<file path="src/rtl/ctl_xfer_pkg.sv">
package ctl_xfer_pkg;

    localparam int REG_IDX_W = 5;

    typedef enum logic [1:0] {
        KIND_JAL  = 2'd0,
        KIND_JALR = 2'd1,
        KIND_BR   = 2'd2,
        KIND_NONE = 2'd3
    } xfer_kind_e;

    localparam logic [2:0] CMP_EQ  = 3'b000;
    localparam logic [2:0] CMP_NE  = 3'b001;
    localparam logic [2:0] CMP_LT  = 3'b100;
    localparam logic [2:0] CMP_GE  = 3'b101;
    localparam logic [2:0] CMP_LTU = 3'b110;
    localparam logic [2:0] CMP_GEU = 3'b111;

endpackage

</file>
<file path="src/rtl/ctl_xfer_addr.sv">
// Address adder: base + offset, optional bit-0 clear, optional 32-bit sign extension.
module ctl_xfer_addr #(
    parameter int XLEN = 64
) (
    input  logic [XLEN-1:0] base_i,
    input  logic [XLEN-1:0] off_i,
    input  logic            clr_lsb_i,
    input  logic            mode32_i,
    output logic [XLEN-1:0] sum_o
);
    logic [XLEN-1:0] raw;
    logic [XLEN-1:0] masked;

    assign raw    = base_i + off_i;
    assign masked = {raw[XLEN-1:1], raw[0] & ~clr_lsb_i};

    generate
        if (XLEN > 32) begin : g_wide
            localparam int EXT_W = XLEN - 32;
            assign sum_o = mode32_i ? {{EXT_W{masked[31]}}, masked[31:0]} : masked;
        end else begin : g_narrow
            logic unused_mode;
            assign unused_mode = mode32_i;
            assign sum_o = masked;
        end
    endgenerate
endmodule

</file>
<file path="src/rtl/ctl_xfer_cmp.sv">
// Branch condition evaluator.
module ctl_xfer_cmp
    import ctl_xfer_pkg::*;
#(
    parameter int XLEN = 64
) (
    input  logic [XLEN-1:0] opa_i,
    input  logic [XLEN-1:0] opb_i,
    input  logic [2:0]      cond_i,
    input  logic            mode32_i,
    output logic            take_o
);
    logic [XLEN-1:0] a_x;
    logic [XLEN-1:0] b_x;
    logic            is_eq;
    logic            is_lts;
    logic            is_ltu;

    generate
        if (XLEN > 32) begin : g_wide
            localparam int EXT_W = XLEN - 32;
            assign a_x = mode32_i ? {{EXT_W{opa_i[31]}}, opa_i[31:0]} : opa_i;
            assign b_x = mode32_i ? {{EXT_W{opb_i[31]}}, opb_i[31:0]} : opb_i;
        end else begin : g_narrow
            logic unused_mode;
            assign unused_mode = mode32_i;
            assign a_x = opa_i;
            assign b_x = opb_i;
        end
    endgenerate

    assign is_eq  = (a_x == b_x);
    assign is_lts = ($signed(a_x) < $signed(b_x));
    assign is_ltu = (a_x < b_x);

    always_comb begin
        unique case (cond_i)
            CMP_EQ:  take_o = is_eq;
            CMP_NE:  take_o = ~is_eq;
            CMP_LT:  take_o = is_lts;
            CMP_GE:  take_o = ~is_lts;
            CMP_LTU: take_o = is_ltu;
            CMP_GEU: take_o = ~is_ltu;
            default: take_o = 1'b0;
        endcase
    end
endmodule

</file>
<file path="src/rtl/ctl_xfer_unit.sv">
module ctl_xfer_unit
    import ctl_xfer_pkg::*;
#(
    parameter int XLEN = 64
) (
    input  logic                 clk,
    input  logic                 rst_n,
    input  logic                 req_valid,
    input  logic [1:0]           req_kind,
    input  logic [2:0]           req_cond,
    input  logic [XLEN-1:0]      req_pc,
    input  logic                 req_len4,
    input  logic [XLEN-1:0]      req_opa,
    input  logic [XLEN-1:0]      req_opb,
    input  logic [XLEN-1:0]      req_imm,
    input  logic [REG_IDX_W-1:0] req_rd,
    input  logic                 req_mode32,
    input  logic                 req_rvc_en,
    output logic                 rsp_valid,
    output logic                 rsp_taken,
    output logic                 rsp_redirect,
    output logic [XLEN-1:0]      rsp_next_pc,
    output logic                 rsp_link_we,
    output logic [REG_IDX_W-1:0] rsp_link_rd,
    output logic [XLEN-1:0]      rsp_link_val,
    output logic                 rsp_excp,
    output logic [XLEN-1:0]      rsp_excp_addr
);
    localparam logic [XLEN-1:0] STEP_WORD = XLEN'(4);
    localparam logic [XLEN-1:0] STEP_HALF = XLEN'(2);

    typedef struct packed {
        logic                 valid;
        logic                 taken;
        logic                 redirect;
        logic                 excp;
        logic                 link_we;
        logic [REG_IDX_W-1:0] link_rd;
        logic [XLEN-1:0]      next_pc;
        logic [XLEN-1:0]      link_val;
        logic [XLEN-1:0]      excp_addr;
    } rsp_t;

    rsp_t rsp_d;
    rsp_t rsp_q;

    xfer_kind_e      kind;
    logic            is_jalr;
    logic [XLEN-1:0] tgt_base;
    logic [XLEN-1:0] tgt_addr;
    logic [XLEN-1:0] step;
    logic [XLEN-1:0] fall_addr;
    logic            br_take;

    assign kind     = xfer_kind_e'(req_kind);
    assign is_jalr  = (kind == KIND_JALR);
    assign tgt_base = is_jalr ? req_opa : req_pc;
    assign step     = req_len4 ? STEP_WORD : STEP_HALF;

    ctl_xfer_addr #(.XLEN(XLEN)) u_tgt (
        .base_i    (tgt_base),
        .off_i     (req_imm),
        .clr_lsb_i (is_jalr),
        .mode32_i  (req_mode32),
        .sum_o     (tgt_addr)
    );

    ctl_xfer_addr #(.XLEN(XLEN)) u_fall (
        .base_i    (req_pc),
        .off_i     (step),
        .clr_lsb_i (1'b0),
        .mode32_i  (req_mode32),
        .sum_o     (fall_addr)
    );

    ctl_xfer_cmp #(.XLEN(XLEN)) u_cmp (
        .opa_i    (req_opa),
        .opb_i    (req_opb),
        .cond_i   (req_cond),
        .mode32_i (req_mode32),
        .take_o   (br_take)
    );

    always_comb begin
        logic misal;
        rsp_d = '0;
        misal = 1'b0;
        if (req_valid) begin
            rsp_d.valid = 1'b1;
            unique case (kind)
                KIND_JAL, KIND_JALR: begin
                    misal          = ~req_rvc_en & tgt_addr[1];
                    rsp_d.taken    = 1'b1;
                    rsp_d.link_val = fall_addr;
                    if (misal) begin
                        rsp_d.excp      = 1'b1;
                        rsp_d.excp_addr = tgt_addr;
                    end else begin
                        rsp_d.redirect = 1'b1;
                        rsp_d.next_pc  = tgt_addr;
                        if (req_rd != '0) begin
                            rsp_d.link_we = 1'b1;
                            rsp_d.link_rd = req_rd;
                        end
                    end
                end
                KIND_BR: begin
                    if (br_take) begin
                        misal       = ~req_rvc_en & (req_imm[1:0] != 2'b00);
                        rsp_d.taken = 1'b1;
                        if (misal) begin
                            rsp_d.excp      = 1'b1;
                            rsp_d.excp_addr = tgt_addr;
                        end else begin
                            rsp_d.redirect = 1'b1;
                            rsp_d.next_pc  = tgt_addr;
                        end
                    end else begin
                        rsp_d.next_pc = fall_addr;
                    end
                end
                default: begin
                    rsp_d.next_pc = fall_addr;
                end
            endcase
        end
    end

    always_ff @(posedge clk or negedge rst_n) begin
        if (!rst_n) begin
            rsp_q <= '0;
        end else begin
            rsp_q <= rsp_d;
        end
    end

    assign rsp_valid     = rsp_q.valid;
    assign rsp_taken     = rsp_q.taken;
    assign rsp_redirect  = rsp_q.redirect;
    assign rsp_next_pc   = rsp_q.next_pc;
    assign rsp_link_we   = rsp_q.link_we;
    assign rsp_link_rd   = rsp_q.link_rd;
    assign rsp_link_val  = rsp_q.link_val;
    assign rsp_excp      = rsp_q.excp;
    assign rsp_excp_addr = rsp_q.excp_addr;
endmodule

</file>
<file path="config.mk">
export PLATFORM = sky130hd
export DESIGN_NAME = ctl_xfer_unit
export DESIGN_NICKNAME = d
export VERILOG_FILES = /design/src/rtl/ctl_xfer_pkg.sv /design/src/rtl/ctl_xfer_addr.sv /design/src/rtl/ctl_xfer_cmp.sv /design/src/rtl/ctl_xfer_unit.sv
export SDC_FILE = /design/constraint.sdc
export NUM_CORES = 1
export LEC_CHECK = 0
export BUFFER_PORTS_ARGS = -buffer_cell sky130_fd_sc_hd__buf_2
export CAP_MARGIN = 20
export CORE_ASPECT_RATIO = 0.75
export CORE_MARGIN = 2
export CORE_UTILIZATION = 45
export CTS_BUF_LIST = sky130_fd_sc_hd__clkbuf_8
export DETAILED_ROUTE_END_ITERATION = 16
export PLACE_DENSITY = 0.7
export SETUP_SLACK_MARGIN = 0.4
export SLEW_MARGIN = 20
export SYNTH_ARGS = -nofsm -noshare
export SYNTH_HDL_FRONTEND = slang
export SYNTH_SLANG_ARGS = --single-unit
</file>
<file path="constraint.sdc">
create_clock -name clk -period 1.01 [get_ports clk]
set_clock_uncertainty 0.2 [all_clocks]
set_input_delay 0.101 -clock clk [delete_from_list [all_inputs] [get_ports clk]]
set_output_delay 0.101 -clock clk [all_outputs]
set_load 0.02 [all_outputs]
</file>
[Word level (Yosys, flattened, before mapping)]
Cells that the tools add are included.
Cells by class
  reduce and logical (&&, ||, !) cells: 5
  mux-type cells: 25
  eq/ne operators: 8
  add/sub/neg operators: 2
  order comparisons: 2
  bitwise logic cells: 8
Operators with widths (number)
  64-bit 2-to-1 mux: 11
  64-bit one-hot mux with 2 select lines: 2
  202-bit 2-to-1 mux: 1
  64-bit < comparator: 2
  70-bit 2-to-1 mux: 1
  64-bit by 3-bit adder with 64-bit output: 1
  64-bit adder: 1
  64-bit equality test: 1
  3-bit equality test, second input constant: 4
  6-bit 2-to-1 mux: 2
  3-bit 2-to-1 mux: 2
  1-bit one-hot mux with 6 select lines: 1
  3-bit one-hot mux with 2 select lines: 1
  1-bit NOT: 5
  5-bit nonzero test: 1
  1-bit 2-to-1 mux: 4
  1-bit AND: 3
  3-bit by 1-bit equality test with 1-bit output, second input constant: 1
  3-bit logical NOT: 1
  2-bit by 1-bit equality test with 1-bit output, second input constant: 1
  2-bit equality test, second input constant: 1
  2-bit logical NOT: 1
  2-bit nonzero test: 1
  2-bit OR reduction: 1
Storage, ports and cells
  input port bits: 272
  word-level logic and storage cells: 59
  output and inout bits: 202
  register bits after elaboration: 202

[Depth between registers and ports, before layout]
  word-level depth: 9
  gate-level depth with buffers: 20
  gate-level depth less buffers: 17

[Hierarchy]
A second synthesis with hierarchy kept.
Second synthesis, totals
  cell total of the unflattened synthesis: 2172
  area total of the unflattened synthesis: 18255.0 um^2
Modules (own cells, without submodules)
  ctl_xfer_addr: area an instance 4219.0 um^2, times used 2, cells an instance 630
  ctl_xfer_unit: area an instance 7803.7 um^2, times used 1, cells an instance 601
  ctl_xfer_cmp: area an instance 2013.2 um^2, times used 1, cells an instance 311

[Least setup slack after synthesis]
No wires, ideal clock.
  path kind: input to register
  from: in req_mode32
  to: reg rsp_q, in the netlist rsp_next_pc[19]
  library setup time: 0.122 ns
  arrival: 4.015 ns
  path buffers: 5
  setup slack: -3.327 ns
  stages on the path: 19
  required time: 0.688 ns
  cells stage by stage: clkbuf_1 -> inv_1 -> clkbuf_1 -> nor2_1 -> clkbuf_1 -> a21oi_1 -> ha_1 -> nand4_1 -> or4_1 -> or4_1 -> nor4_2 -> mux2i_1 -> clkinv_1 -> a31o_4 -> buf_6 -> buf_6 -> nor2_1 -> o21ai_0 -> a32o_1
RTL lines
  start, declared: line ctl_xfer_unit.sv:17  | input logic req_mode32,
  end signal, assigned: line ctl_xfer_unit.sv:133  | rsp_q <= rsp_d;
  end, declared: line ctl_xfer_unit.sv:45  | rsp_t rsp_q;

==> out/metrics.yaml <==
floorplan:
  pin_count: 474
  die_h_um: 165
  core.rowCount: 58
  coreArea_mm2: 0.0337
  die_w_um: 218
  start_util_pct: 46.0
  dieArea_mm2: 0.0359
power_and_ir_drop:
  power_leakage_uw: 0.0136
  powerDensity_mw_per_mm2: 1310
  irDropWorstVdd_mv: 1.04
clock_tree:
  cts_tree: "done"
  max-clock-path-buffers: 3
  postCtsHoldBufs: 1
  cts.clk_slew.worst_paths_ns: 0.07
  clock-root-buffer: "clkbuf_8"
  cts.sinks: 202
  htreeDepth: 2
  cts-buffers-inserted: 36
sta:
  fin_crit_sh_pct: 411
  slew_headroom_pct: 46.7
  setup_viol: 403
  slew_viol_final: 0
  tightest_slew_ns: 0.799
  fin_setup_tns_ns: -504.59
  timing.hold.ws_ns: -0.802
  rsz0062_at_grt: "true"
  fmax_ghz: 0.241
  final.setup.worst_slack_ns: -3.14
  min_period_ns: 4.15
  hold_viol_final: 242
global_route:
  grt_pass1_vias: 18600
  grt_start_max_net_pins: 57
  overflow: 0
  grtUsageTotal_pct: 40.9
  antenna_found_initial: 5
  grt_pass1_wl_um: 111000
logic_synthesis:
  synth_ff_type: "dfrtp_1"
  yosysSeqAreaShare_pct: 32.7
  ys_ff_latch: 202
  yosysUniqueCellTypes: 75
  syn_inst: 1879
  syn_nets: 2282
  avgSynthCellArea_um2: 8.24
  syn-cell-area_mm2: 0.0155
  postSynth.asyncResetShare_pct: 100
  synth_warnings: 0
  synth-edff-count: 0
worst_setup_path:
  crit_cells: 20
  cp_cell_sequence: "buf_2 -> nand2b_4 -> buf_4 -> mux2_2 -> ha_1 -> buf_4 -> a21oi_4 -> buf_4 -> o211ai_1 -> nand2_2 -> nand4_1 -> a211oi_2 -> nand2b_4 -> buf_4 -> o21ai_0 -> xnor2_1 -> buf_4 -> o21ai_0 -> nand2_1 -> a31oi_1"
  critPathBufInv: 6
  end_kind: "register"
  cp.arrival_ns: 4.38
  slowest_stage: "o21ai_0"
  path_common_cell: "buf_4"
  required_ns: 1.24
  worstPathMaxFanout: 7
  crit_path_start_kind: "primary input"
  crit_type: "in2reg"
  cp_top_family: "compound AO/OA/AOI/OAI gates"
  slowest_delay_ns: 0.55
min_path:
  hold_class: "in2async"
final_layout:
  drive_gt1_share_pct: 48.9
  final_util_pct: 76.4
  area_growth_pct: 66.3
  final_nets: 3355
status:
  violations: "negative hold slack, negative setup slack"
  status: "finished, violations left"
detailed_routing:
  drcViolationCount: 0
  firstDrtPassIters: 6
  wl_per_cell_um: 23.8
  ant_nets: 0
  wl_um: 81400
  drt-initial-drc-count: 2666
  viasPerCell: 5.94
  vias: 20400
place:
  detailedPlace.worstSlack_ns: -3.61
  io_buffers: 473
  place.detailed.hpwl_um: 61100
  place_congestion: 1.02
job:
  drv_cap: 0
-- cell usage after synthesis (12+ instances only) --
| master | count | share of area [%] |
|---|---|---|
| o21ai_0 | 185 | 6.0 |
| a21boi_0 | 12 | 0.58 |
| a21oi_1 | 173 | 5.6 |
| and3_1 | 23 | 0.93 |
| xor2_1 | 46 | 2.6 |
| nand2_1 | 171 | 4.1 |
| mux2_2 | 32 | 2.3 |
| a32o_1 | 17 | 1.1 |
| and2_1 | 70 | 2.8 |
| xnor2_1 | 73 | 4.1 |
| nor2_1 | 183 | 4.4 |
| nand4_1 | 46 | 1.9 |
| a31oi_1 | 20 | 0.81 |
| inv_1 | 85 | 2.1 |
| o21bai_1 | 17 | 0.82 |
| ha_1 | 129 | 10 |
| a21o_1 | 65 | 3.2 |
| a211oi_1 | 14 | 0.68 |
| nand3_1 | 44 | 1.4 |
| clkbuf_1 | 84 | 2.0 |
| nor3_1 | 18 | 0.58 |
| dfrtp_1 | 202 | 33 |
-- layout make-up --
class / instances / area, µm²
fill: 2341 / 7940
clock inverter: 15 / 149
timing repair buffer: 1131 / 8010
timing repair inverter: 3 / 42.5
inverter: 88 / 360
multi-input combinational: 1490 / 10900
sequential: 202 / 5050
antenna: 5 / 12.5
tap: 450 / 563
clock buffer: 45 / 619
-- power breakdown --
group	total [µW]	leakage, µW	switching, µW	internal [µW]
registers	9080	0.00271	330	8750
clock network	8430	0.000418	3650	4780
logic	16300	0.0105	9100	7180
total	33800	0.0136	13100	20700
-- cell families after synthesis --
family | Yosys count | share of synthesized area [%]
AOI/OAI and AO/OA | 585 | 23.2
and+or+nand+nor | 617 | 19.2
muxes | 35 | 2.52
xor gates and xnor gates | 119 | 6.73
adders and majority gates | 131 | 10.7
DFF | 202 | 32.7
buffers and inverters | 190 | 5.04
-- sequential cells by signal, summed over array words and instances (netlist names) --
| register | flops |
|---|---|
| rsp_excp_addr | 64 |
| rsp_link_val | 64 |
| rsp_next_pc | 64 |
| rsp_link_rd | 5 |
| rsp_excp | 1 |
| rsp_link_we | 1 |
| rsp_redirect | 1 |
| rsp_taken | 1 |
| rsp_valid | 1 |
-- cells in the final DEF, fill, tap and decap left out, types with 9 or more instances in the layout --
master / count
xnor2_2: 11
o21ai_2: 28
nor3_1: 15
and2_4: 27
ha_1: 122
xor2_1: 43
and3_1: 19
nand4_1: 46
a21o_1: 64
clkbuf_8: 46
and2_1: 44
a21oi_1: 143
nand2_1: 155
inv_1: 89
nor2_1: 142
buf_4: 579
a21oi_2: 27
a32o_1: 17
o21ai_1: 41
nand2_2: 10
nor2_4: 28
o21ai_0: 113
buf_12: 25
nand3_1: 40
xnor2_1: 62
buf_6: 47
a31oi_1: 16
nor2_2: 14
o211ai_1: 11
dfrtp_1: 202
buf_2: 464
a211oi_1: 11
o21bai_1: 17
mux2_2: 30
nor2b_1: 9
-- routing by layer --
metal,track usage (%),share of wire (%)
met2,59.1,41
met5,0,0.016
met1,59.1,41
met3,9.72,13
met4,14.9,5.3
-- final timing paths --
kind                       slack [ns]           endpoint        start
max in group asynchronous        0.83  rsp_excp_addr[36]        rst_n
worst min-delay path            -0.80  rsp_excp_addr[17]        rst_n
min in group clk                -0.38     rsp_link_rd[1]    req_rd[1]
worst max-delay path            -3.14    rsp_next_pc[42]  req_kind[1]
-- stage by stage --
stage               total power (µW)  cells  area [µm²]
global route                   34900   3428       25700
CTS                            31900   3382       24600
detailed placement             22800   3281       22600
global placement               22600   3281       22600
finish                         33800   3429       25700
floorplan                      15600   1879       15800
-- what timing repair did --
action                                 4_1_cts  5_1_grt
resized for setup                          204      209
setup endpoints to repair                  403      404
setup buffers                               31       35
pin swaps                                   62       68
endpoints found under the hold margin      281      244
cloned                                       9        7
Note: power is estimated with default switching activity, not from simulation.
